## config.mk

```make
export PLATFORM = sky130hd
export DESIGN_NAME = can_errcnt_recovery
export DESIGN_NICKNAME = d
export VERILOG_FILES = /design/src/rtl/errcnt_pkg.sv /design/src/rtl/errcnt_cell.sv /design/src/rtl/errcnt_flags.sv /design/src/rtl/can_errcnt_recovery.sv
export SDC_FILE = /design/constraint.sdc
export NUM_CORES = 1
export LEC_CHECK = 0
export ABC_AREA = 1
export ABC_CLOCK_PERIOD_IN_PS = 3200
export BUFFER_PORTS_ARGS = -buffer_cell sky130_fd_sc_hd__buf_2
export CORE_ASPECT_RATIO = 1.1
export CORE_MARGIN = 3
export CORE_UTILIZATION = 45
export DETAILED_ROUTE_END_ITERATION = 12
export HOLD_SLACK_MARGIN = 0.06
export PLACE_DENSITY = 0.79
export SYNTH_ARGS = -nofsm -noshare
export SYNTH_HDL_FRONTEND = slang
export SYNTH_HIERARCHICAL = 1
export SYNTH_SLANG_ARGS = --single-unit
```

## constraint.sdc

```tcl
create_clock -name clk -period 3.2 [get_ports clk]
set_clock_uncertainty 0.1 [all_clocks]
set_input_delay 0 -clock clk [delete_from_list [all_inputs] [get_ports clk]]
set_output_delay 0 -clock clk [all_outputs]
set_load 0.01 [all_outputs]
```

## src/rtl/errcnt_pkg.sv

```systemverilog
`timescale 1ns/1ps
package errcnt_pkg;

   typedef enum logic {
      MODE_RUN    = 1'b0,
      MODE_BUSOFF = 1'b1
   } node_mode_e;

   typedef struct packed {
      logic warn;
      logic passive;
      logic irq_warn;
      logic irq_prewarn;
   } lvl_flags_t;

endpackage

```

## src/rtl/errcnt_cell.sv

```systemverilog
`timescale 1ns/1ps
module errcnt_cell #(
   parameter int CNT_W     = 8,
   parameter int AMT_W     = 4,
   parameter bit CARRY_OUT = 1'b0
) (
   input  logic             clk,
   input  logic             rst_n,
   input  logic             freeze_i,
   input  logic             inc_i,
   input  logic [AMT_W-1:0] amt_i,
   input  logic             dec_i,
   input  logic             step_i,
   input  logic             load_one_i,
   input  logic             clear_i,
   output logic [CNT_W-1:0] cnt_o,
   output logic [CNT_W-1:0] cnt_nxt_o,
   output logic             ovf_o
);
   localparam logic [CNT_W-1:0] MAXV = '1;
   localparam logic [CNT_W:0]   TOPV = {1'b0, MAXV};
   localparam int               PADW = CNT_W + 1 - AMT_W;

   logic [CNT_W-1:0] cnt_q;
   logic [CNT_W-1:0] nxt;
   logic [CNT_W:0]   sum_w;
   logic             over_w;

   assign sum_w  = {1'b0, cnt_q} + {{PADW{1'b0}}, amt_i};
   assign over_w = sum_w > TOPV;

   always_comb begin
      nxt = cnt_q;
      if (load_one_i) begin
         nxt = {{(CNT_W-1){1'b0}}, 1'b1};
      end else if (clear_i) begin
         nxt = '0;
      end else if (step_i) begin
         if (cnt_q != MAXV) nxt = cnt_q + 1'b1;
      end else if (!freeze_i) begin
         if (inc_i) begin
            nxt = over_w ? MAXV : sum_w[CNT_W-1:0];
         end else if (dec_i && (cnt_q != '0)) begin
            nxt = cnt_q - 1'b1;
         end
      end
   end

   always_ff @(posedge clk or negedge rst_n) begin
      if (!rst_n) cnt_q <= '0;
      else        cnt_q <= nxt;
   end

   generate
      if (CARRY_OUT) begin : g_carry
         assign ovf_o = inc_i && !freeze_i && over_w;
      end else begin : g_sat
         assign ovf_o = 1'b0;
      end
   endgenerate

   assign cnt_o     = cnt_q;
   assign cnt_nxt_o = nxt;
endmodule

```

## src/rtl/errcnt_flags.sv

```systemverilog
`timescale 1ns/1ps
module errcnt_flags
   import errcnt_pkg::*;
#(
   parameter int CNT_W    = 8,
   parameter int PASS_LVL = 128
) (
   input  logic             clk,
   input  logic             rst_n,
   input  logic [CNT_W-1:0] tec_nxt_i,
   input  logic [CNT_W-1:0] rec_nxt_i,
   input  logic [CNT_W-1:0] lvl_nxt_i,
   input  logic             bo_nxt_i,
   output lvl_flags_t       flags_o
);
   localparam logic [CNT_W-1:0] PASS_V = PASS_LVL[CNT_W-1:0];

   lvl_flags_t flg_q;
   logic       warn_n;
   logic       pas_n;

   assign warn_n = (tec_nxt_i >= lvl_nxt_i) || (rec_nxt_i >= lvl_nxt_i);
   assign pas_n  = !bo_nxt_i && ((tec_nxt_i >= PASS_V) || (rec_nxt_i >= PASS_V));

   always_ff @(posedge clk or negedge rst_n) begin
      if (!rst_n) begin
         flg_q <= '0;
      end else begin
         flg_q.warn        <= warn_n;
         flg_q.passive     <= pas_n;
         flg_q.irq_warn    <= warn_n && !flg_q.warn && !bo_nxt_i;
         flg_q.irq_prewarn <= warn_n && !flg_q.warn && bo_nxt_i;
      end
   end

   assign flags_o = flg_q;
endmodule

```

## src/rtl/can_errcnt_recovery.sv

```systemverilog
`timescale 1ns/1ps
module can_errcnt_recovery
   import errcnt_pkg::*;
#(
   parameter int CNT_W      = 8,
   parameter int AMT_W      = 4,
   parameter int WARN_RST   = 8'h60,
   parameter int PASS_LVL   = 128,
   parameter int RECOV_SEQS = 128
) (
   input  logic             clk,
   input  logic             rst_n,
   input  logic             tx_inc_i,
   input  logic [AMT_W-1:0] tx_amt_i,
   input  logic             tx_dec_i,
   input  logic             rx_inc_i,
   input  logic [AMT_W-1:0] rx_amt_i,
   input  logic             rx_dec_i,
   input  logic             idle_seq_i,
   input  logic             lvl_wr_i,
   input  logic [CNT_W-1:0] lvl_val_i,
   input  logic             init_wr_i,
   input  logic             init_val_i,
   input  logic             alert_clr_i,
   output logic [CNT_W-1:0] tec_o,
   output logic [CNT_W-1:0] rec_o,
   output logic             warn_o,
   output logic             passive_o,
   output logic             busoff_o,
   output logic             init_o,
   output logic             alert_o,
   output logic             irq_warn_o,
   output logic             irq_busoff_o,
   output logic             irq_prewarn_o,
   output logic             irq_alert_o
);
   localparam int               MAX_I   = (1 << CNT_W) - 1;
   localparam logic [CNT_W-1:0] RECOV_V = RECOV_SEQS[CNT_W-1:0];
   localparam logic [CNT_W-1:0] LVL_RV  = WARN_RST[CNT_W-1:0];

   generate
      if (AMT_W < 1 || AMT_W > CNT_W) begin : g_bad_amt
         $error("AMT_W must lie between 1 and CNT_W");
      end
      if (RECOV_SEQS < 2 || RECOV_SEQS > MAX_I) begin : g_bad_recov
         $error("RECOV_SEQS must fit in the counter");
      end
      if (PASS_LVL < 1 || PASS_LVL > MAX_I) begin : g_bad_pass
         $error("PASS_LVL must fit in the counter");
      end
      if (WARN_RST < 0 || WARN_RST > MAX_I) begin : g_bad_warn
         $error("WARN_RST must fit in the counter");
      end
   endgenerate

   node_mode_e       mode_q, mode_n;
   logic             in_bo;
   logic             enter_w;
   logic             done_w;
   logic             rec_step_w;
   logic [CNT_W-1:0] tec_q, rec_q, tec_n, rec_n;
   logic [CNT_W-1:0] lvl_q, lvl_n;
   logic             tx_ovf_w, rx_ovf_w;
   logic             init_q, alert_q, irq_bo_q, irq_al_q;
   lvl_flags_t       flags_w;

   assign in_bo      = (mode_q == MODE_BUSOFF);
   assign enter_w    = tx_ovf_w;
   assign done_w     = in_bo && idle_seq_i && (rec_q == RECOV_V);
   assign rec_step_w = in_bo && idle_seq_i && !done_w;
   assign lvl_n      = lvl_wr_i ? lvl_val_i : lvl_q;

   errcnt_cell #(.CNT_W(CNT_W), .AMT_W(AMT_W), .CARRY_OUT(1'b1)) u_tx (
      .clk        (clk),
      .rst_n      (rst_n),
      .freeze_i   (in_bo),
      .inc_i      (tx_inc_i),
      .amt_i      (tx_amt_i),
      .dec_i      (tx_dec_i),
      .step_i     (1'b0),
      .load_one_i (enter_w),
      .clear_i    (done_w),
      .cnt_o      (tec_q),
      .cnt_nxt_o  (tec_n),
      .ovf_o      (tx_ovf_w)
   );

   errcnt_cell #(.CNT_W(CNT_W), .AMT_W(AMT_W), .CARRY_OUT(1'b0)) u_rx (
      .clk        (clk),
      .rst_n      (rst_n),
      .freeze_i   (in_bo),
      .inc_i      (rx_inc_i),
      .amt_i      (rx_amt_i),
      .dec_i      (rx_dec_i),
      .step_i     (rec_step_w),
      .load_one_i (enter_w),
      .clear_i    (done_w),
      .cnt_o      (rec_q),
      .cnt_nxt_o  (rec_n),
      .ovf_o      (rx_ovf_w)
   );

   always_comb begin
      mode_n = mode_q;
      if (enter_w)     mode_n = MODE_BUSOFF;
      else if (done_w) mode_n = MODE_RUN;
   end

   errcnt_flags #(.CNT_W(CNT_W), .PASS_LVL(PASS_LVL)) u_flags (
      .clk       (clk),
      .rst_n     (rst_n),
      .tec_nxt_i (tec_n),
      .rec_nxt_i (rec_n),
      .lvl_nxt_i (lvl_n),
      .bo_nxt_i  (mode_n == MODE_BUSOFF),
      .flags_o   (flags_w)
   );

   always_ff @(posedge clk or negedge rst_n) begin
      if (!rst_n) begin
         mode_q   <= MODE_RUN;
         lvl_q    <= LVL_RV;
         init_q   <= 1'b1;
         alert_q  <= 1'b0;
         irq_bo_q <= 1'b0;
         irq_al_q <= 1'b0;
      end else begin
         mode_q   <= mode_n;
         lvl_q    <= lvl_n;
         irq_bo_q <= enter_w;
         irq_al_q <= done_w;
         if (enter_w)
            init_q <= 1'b1;
         else if (init_wr_i && (init_val_i || !in_bo))
            init_q <= init_val_i;
         if (done_w)
            alert_q <= 1'b1;
         else if (alert_clr_i)
            alert_q <= 1'b0;
      end
   end

   assign tec_o         = tec_q;
   assign rec_o         = rec_q;
   assign warn_o        = flags_w.warn;
   assign passive_o     = flags_w.passive;
   assign busoff_o      = in_bo;
   assign init_o        = init_q;
   assign alert_o       = alert_q;
   assign irq_warn_o    = flags_w.irq_warn;
   assign irq_prewarn_o = flags_w.irq_prewarn;
   assign irq_busoff_o  = irq_bo_q;
   assign irq_alert_o   = irq_al_q;

   logic unused_w;
   assign unused_w = rx_ovf_w;
endmodule

```

==> flow_results.org <==
** Setup path
- Critical path fanouts, max :: 7
- The critical path is of the reg2reg type.
- The number of buffers and inverters on the critical path is 2.
- Register-to-register path setup slack :: 0.21 ns
- The startpoint identified for the worst register-to-register timing path is u_tx/cnt_o[0]$_DFF_PN0_.
- STA classifies the critical path endpoint as a register.
- Crit path max-delay cell type :: dfrtp_1
- Worst r2r dst :: u_flags/flags_o[1]$_DFF_PN0_
- Worst r2r path cells :: 20
- Crit path required time :: 3.28 ns
- Cell-by-cell trace of the critical path :: ha_2 -> inv_1 -> fa_2 -> inv_1 -> nand3_1 -> nand2_2 -> nand2_2 -> nor3_4 -> nor2_2 -> nand2_1 -> a21oi_2 -> ha_1 -> nand2_1 -> nor2_1 -> nor2_1 -> nand2_1 -> nand2_1 -> nand3_2 -> nand2_2 -> nor2_1
- Slowest cell delay on critical path :: 0.36 ns
- Startpoint type of the worst setup path :: register
- Endpoint of the worst setup timing path :: u_flags/flags_o[1]$_DFF_PN0_
- Library cell appearing most often on the critical path :: nand2_1
- Grouping stages by cell kind, the critical path spends the most delay in simple AND/OR/NAND/NOR gates.
- Critical path arrival :: 3.07 ns
- Timing startpoint of the critical path :: u_tx/cnt_o[0]$_DFF_PN0_
- The critical path runs through a total of 20 cells.

** Global route
- The number of global-route vias before repair is 3456.
- Remaining Overflow, GRT :: 0
- Overall Global Routing Usage :: 21.2%
- Maximum number of pins on one net before global-route repair :: 34
- The first global-routing pass estimated 15800 microns of wire.
- The initial antenna violation count came to 0.

** Synthesis
- Counting every instance in the synthesized netlist gives 534.
- Summing every instance area after synthesis gives 3560 sq um.
- Post-synthesis area per instance :: 6.66 sq um
- Syn Nets :: 593
- The Yosys step of the flow raised 6 warnings.

** Power
- Net switching power :: 2.14 mW
- Combinational logic is responsible for 70.7% of the overall power.
- Per report_power, the sequential group accounts for 19.4% of the total.
- For this design the static power due to leakage is 2.36 nW.
- Of the total power, the share spent switching nets is 53.0%.
- Largest vdd supply drop :: 440 uV
- Pint :: 1.89 mW
- Power per Cell Area :: 946 nW/um^2
- Clock power share :: 9.9%

** Floorplan
- The die is 99.2 microns tall.
- Initial core utilization :: 47.1%
- The floorplan step set the die width to 90.8 microns.
- The total area inside the core boundary comes to 7560 sq um.
- Row cnt :: 33
- # IOs :: 52
- Overall die area :: 9010 sq um

** Clock network
- Insertion delay to the later sink of the worst-skew pair :: 0.29 ns
- The H-tree was split into 2 levels.
- Clock sinks :: 33
- Largest buffer count on any clock path :: 2
- TritonCTS built the clock tree.
- Cell at the root of the clock tree :: clkbuf_8
- Clock-pin slew was measured on the worst setup and hold paths at 0.07 ns.
- In this run, CTS created clock tree buffers numbering 5.

** Routing
- Routed wl met3 :: 566 microns
- Uppermost routed layer :: met4
- Number of iterations in the first detailed-routing pass :: 5
- Routed vias :: 3630
- After detailed routing, the number of vias per cell comes to 5.08.
- For this block, the initial DRC count from the detailed router was 187.
- For this block, the routed nets add up to 9290 microns of wire.
- The detailed router put a total of 4120 microns of wire on met1.
- Dividing the detail-routed wire length by the instance count gives 13.0 microns.
- Summed over all nets, wire length on met2 after detailed routing comes to 4430 microns.
- For this run, design rule violations remaining after detail routing come to 0.
- The detail route stage leaves a number of antenna-violating nets equal to 0.

** Layout
- Number of diodes added for antenna fixing :: 0
- Summing all non-filler instances in the final layout gives an area of 4260 sq um.
- For this run, the post-layout net count is 668.
- Area overhead of the layout relative to synthesis :: 19.7%
- Share of post-route cells with drive strength above 1 :: 23.1%

** STA
- Final Hold Slack :: 0.0915 ns
- Static timing analysis puts the maximum clock frequency at 0.334 GHz.
- After layout, the worst path uses 93.5% of the clock period.
- Accumulated negative setup slack :: 0 ns
- Headroom to the max-slew limit came out at 52.2%.
- The worst path needs 2.99 ns of the cycle, external delays included.
- Setup violations remaining at the end of the flow were counted as 0.
- Pins Over Slew Limit :: 0
- Setup repair after global routing missed its margin :: true
- The count of final hold-check violations was 0.
- Transition time at the pin with the least slew margin :: 0.717 ns

** Placement
- Buffers on Ports :: 51
- Routability-driven placement congestion ratio :: 1.05
- Final HPWL from detailed placement :: 7240 microns
- After detailed placement, the total cell area comes to 3960 sq um.

** Worst hold path
- Tightest Hold Check Type :: in2reg

** Flow run
- Number of violations of the max-capacitance limit :: 0

** Run status
- Status :: finished, final reports clean
==> per-stage QoR <==
| step | std cells | setup WS [ns] | total power [mW] | utilization (%) |
|---|---|---|---|---|
| finish | 715 | 0.207 | 4.03 | 56.3 |
| floorplan | 534 | 0.111 | 2.79 | - |
| global placement | 693 | 0.179 | 3.48 | 52.5 |
| detailed placement | 693 | 0.0979 | 3.53 | 52.5 |
| CTS | 715 | 0.0406 | 3.97 | 55.8 |
| global route | 715 | -0.0323 | 4.45 | 56.3 |
==> per-layer routing <==
layer	GRT usage (%)	vias up
met5	0	-
met4	6.71	0
met3	3.18	18
met2	36.7	128
met1	27.2	1644
li1	-	1840
==> power by group through the flow <==
stage	Combinational [mW]	Clock (mW)	Sequential [mW]
floorplan	1.97	0	0.819
global placement	2.69	0	0.787
detailed placement	2.74	0	0.789
CTS	2.78	0.409	0.782
global route	3.21	0.429	0.806
finish	2.85	0.397	0.781
==> how the worst min path moves through the flow <==
| stage | start | endpoint | cells past startpoint |
|---|---|---|---|
| 3_5_place_dp | rst_n | u_flags/flags_o[0]$_DFF_PN0_ | 1 |
| 5_1_grt | lvl_wr_i | lvl_q[3]$_DFF_PN0_ | 2 |
| 6_report | lvl_wr_i | lvl_q[6]$_DFF_PN1_ | 2 |
| 2_1_floorplan | rst_n | alert_o$_DFFE_PN0P_ | 0 |
| 4_1_cts | lvl_wr_i | lvl_q[3]$_DFF_PN0_ | 2 |
| 3_3_place_gp | rst_n | irq_busoff_o$_DFF_PN0_ | 1 |
==> layout make-up <==
| cell class | count | area, sq um |
|---|---|---|
| Tap cell | 105 | 131 |
| Clock inverter | 3 | 46.3 |
| Inverter | 80 | 312 |
| Multi-Input combinational cell | 409 | 2360 |
| Clock buffer | 5 | 68.8 |
| Timing Repair Buffer | 80 | 509 |
| Fill cell | 727 | 3300 |
| Sequential cell | 33 | 830 |
==> cells in the final DEF (no fill, tap or decap), types with 2 or more instances in the layout <==
master / instances
nand2_4: 4
xnor2_1: 3
o21ai_0: 13
a21oi_1: 37
nand3_2: 2
inv_2: 9
clkbuf_8: 5
buf_4: 15
xor2_1: 12
o21ai_1: 8
nand3_1: 41
nor2_1: 37
dfstp_2: 3
ha_1: 29
or2_1: 2
o21bai_1: 2
nand2_2: 10
nor3_2: 2
clkinv_4: 2
a21oi_2: 7
inv_1: 66
dfrtp_1: 30
mux2_4: 8
dlygate4sd3_1: 13
buf_2: 51
nand4_1: 6
nor2_2: 9
nor2_4: 2
inv_4: 2
nand2_1: 163
==> what timing repair did <==
| item | in CTS | in global routing |
|---|---|---|
| endpoints found under the setup margin | 0 | 4 |
| buffers inserted | 0 | 1 |
| resized for setup | 0 | 11 |
| hold buffers | 14 | 0 |
| endpoints found under the hold margin | 40 | 0 |
==> registers in the layout, indices dropped and copies added (netlist names) <==
signal	cells
u_flags/flags_o	4
lvl_q	8
init_o	1
irq_alert_o	1
irq_busoff_o	1
u_tx/cnt_o	8
u_rx/cnt_o	8
alert_o	1
busoff_o	1
==> worst register-to-register path, delay by kind of cell, from the launching register on <==
| family | cells | cell delay (ns) |
|---|---|---|
| flops | 1 | 0.36 |
| buf+inv | 2 | 0.12 |
| fa+ha+maj | 3 | 0.84 |
| simple gates | 14 | 1.41 |
| compound gates | 1 | 0.05 |
Power figures use the tool's default switching activity.
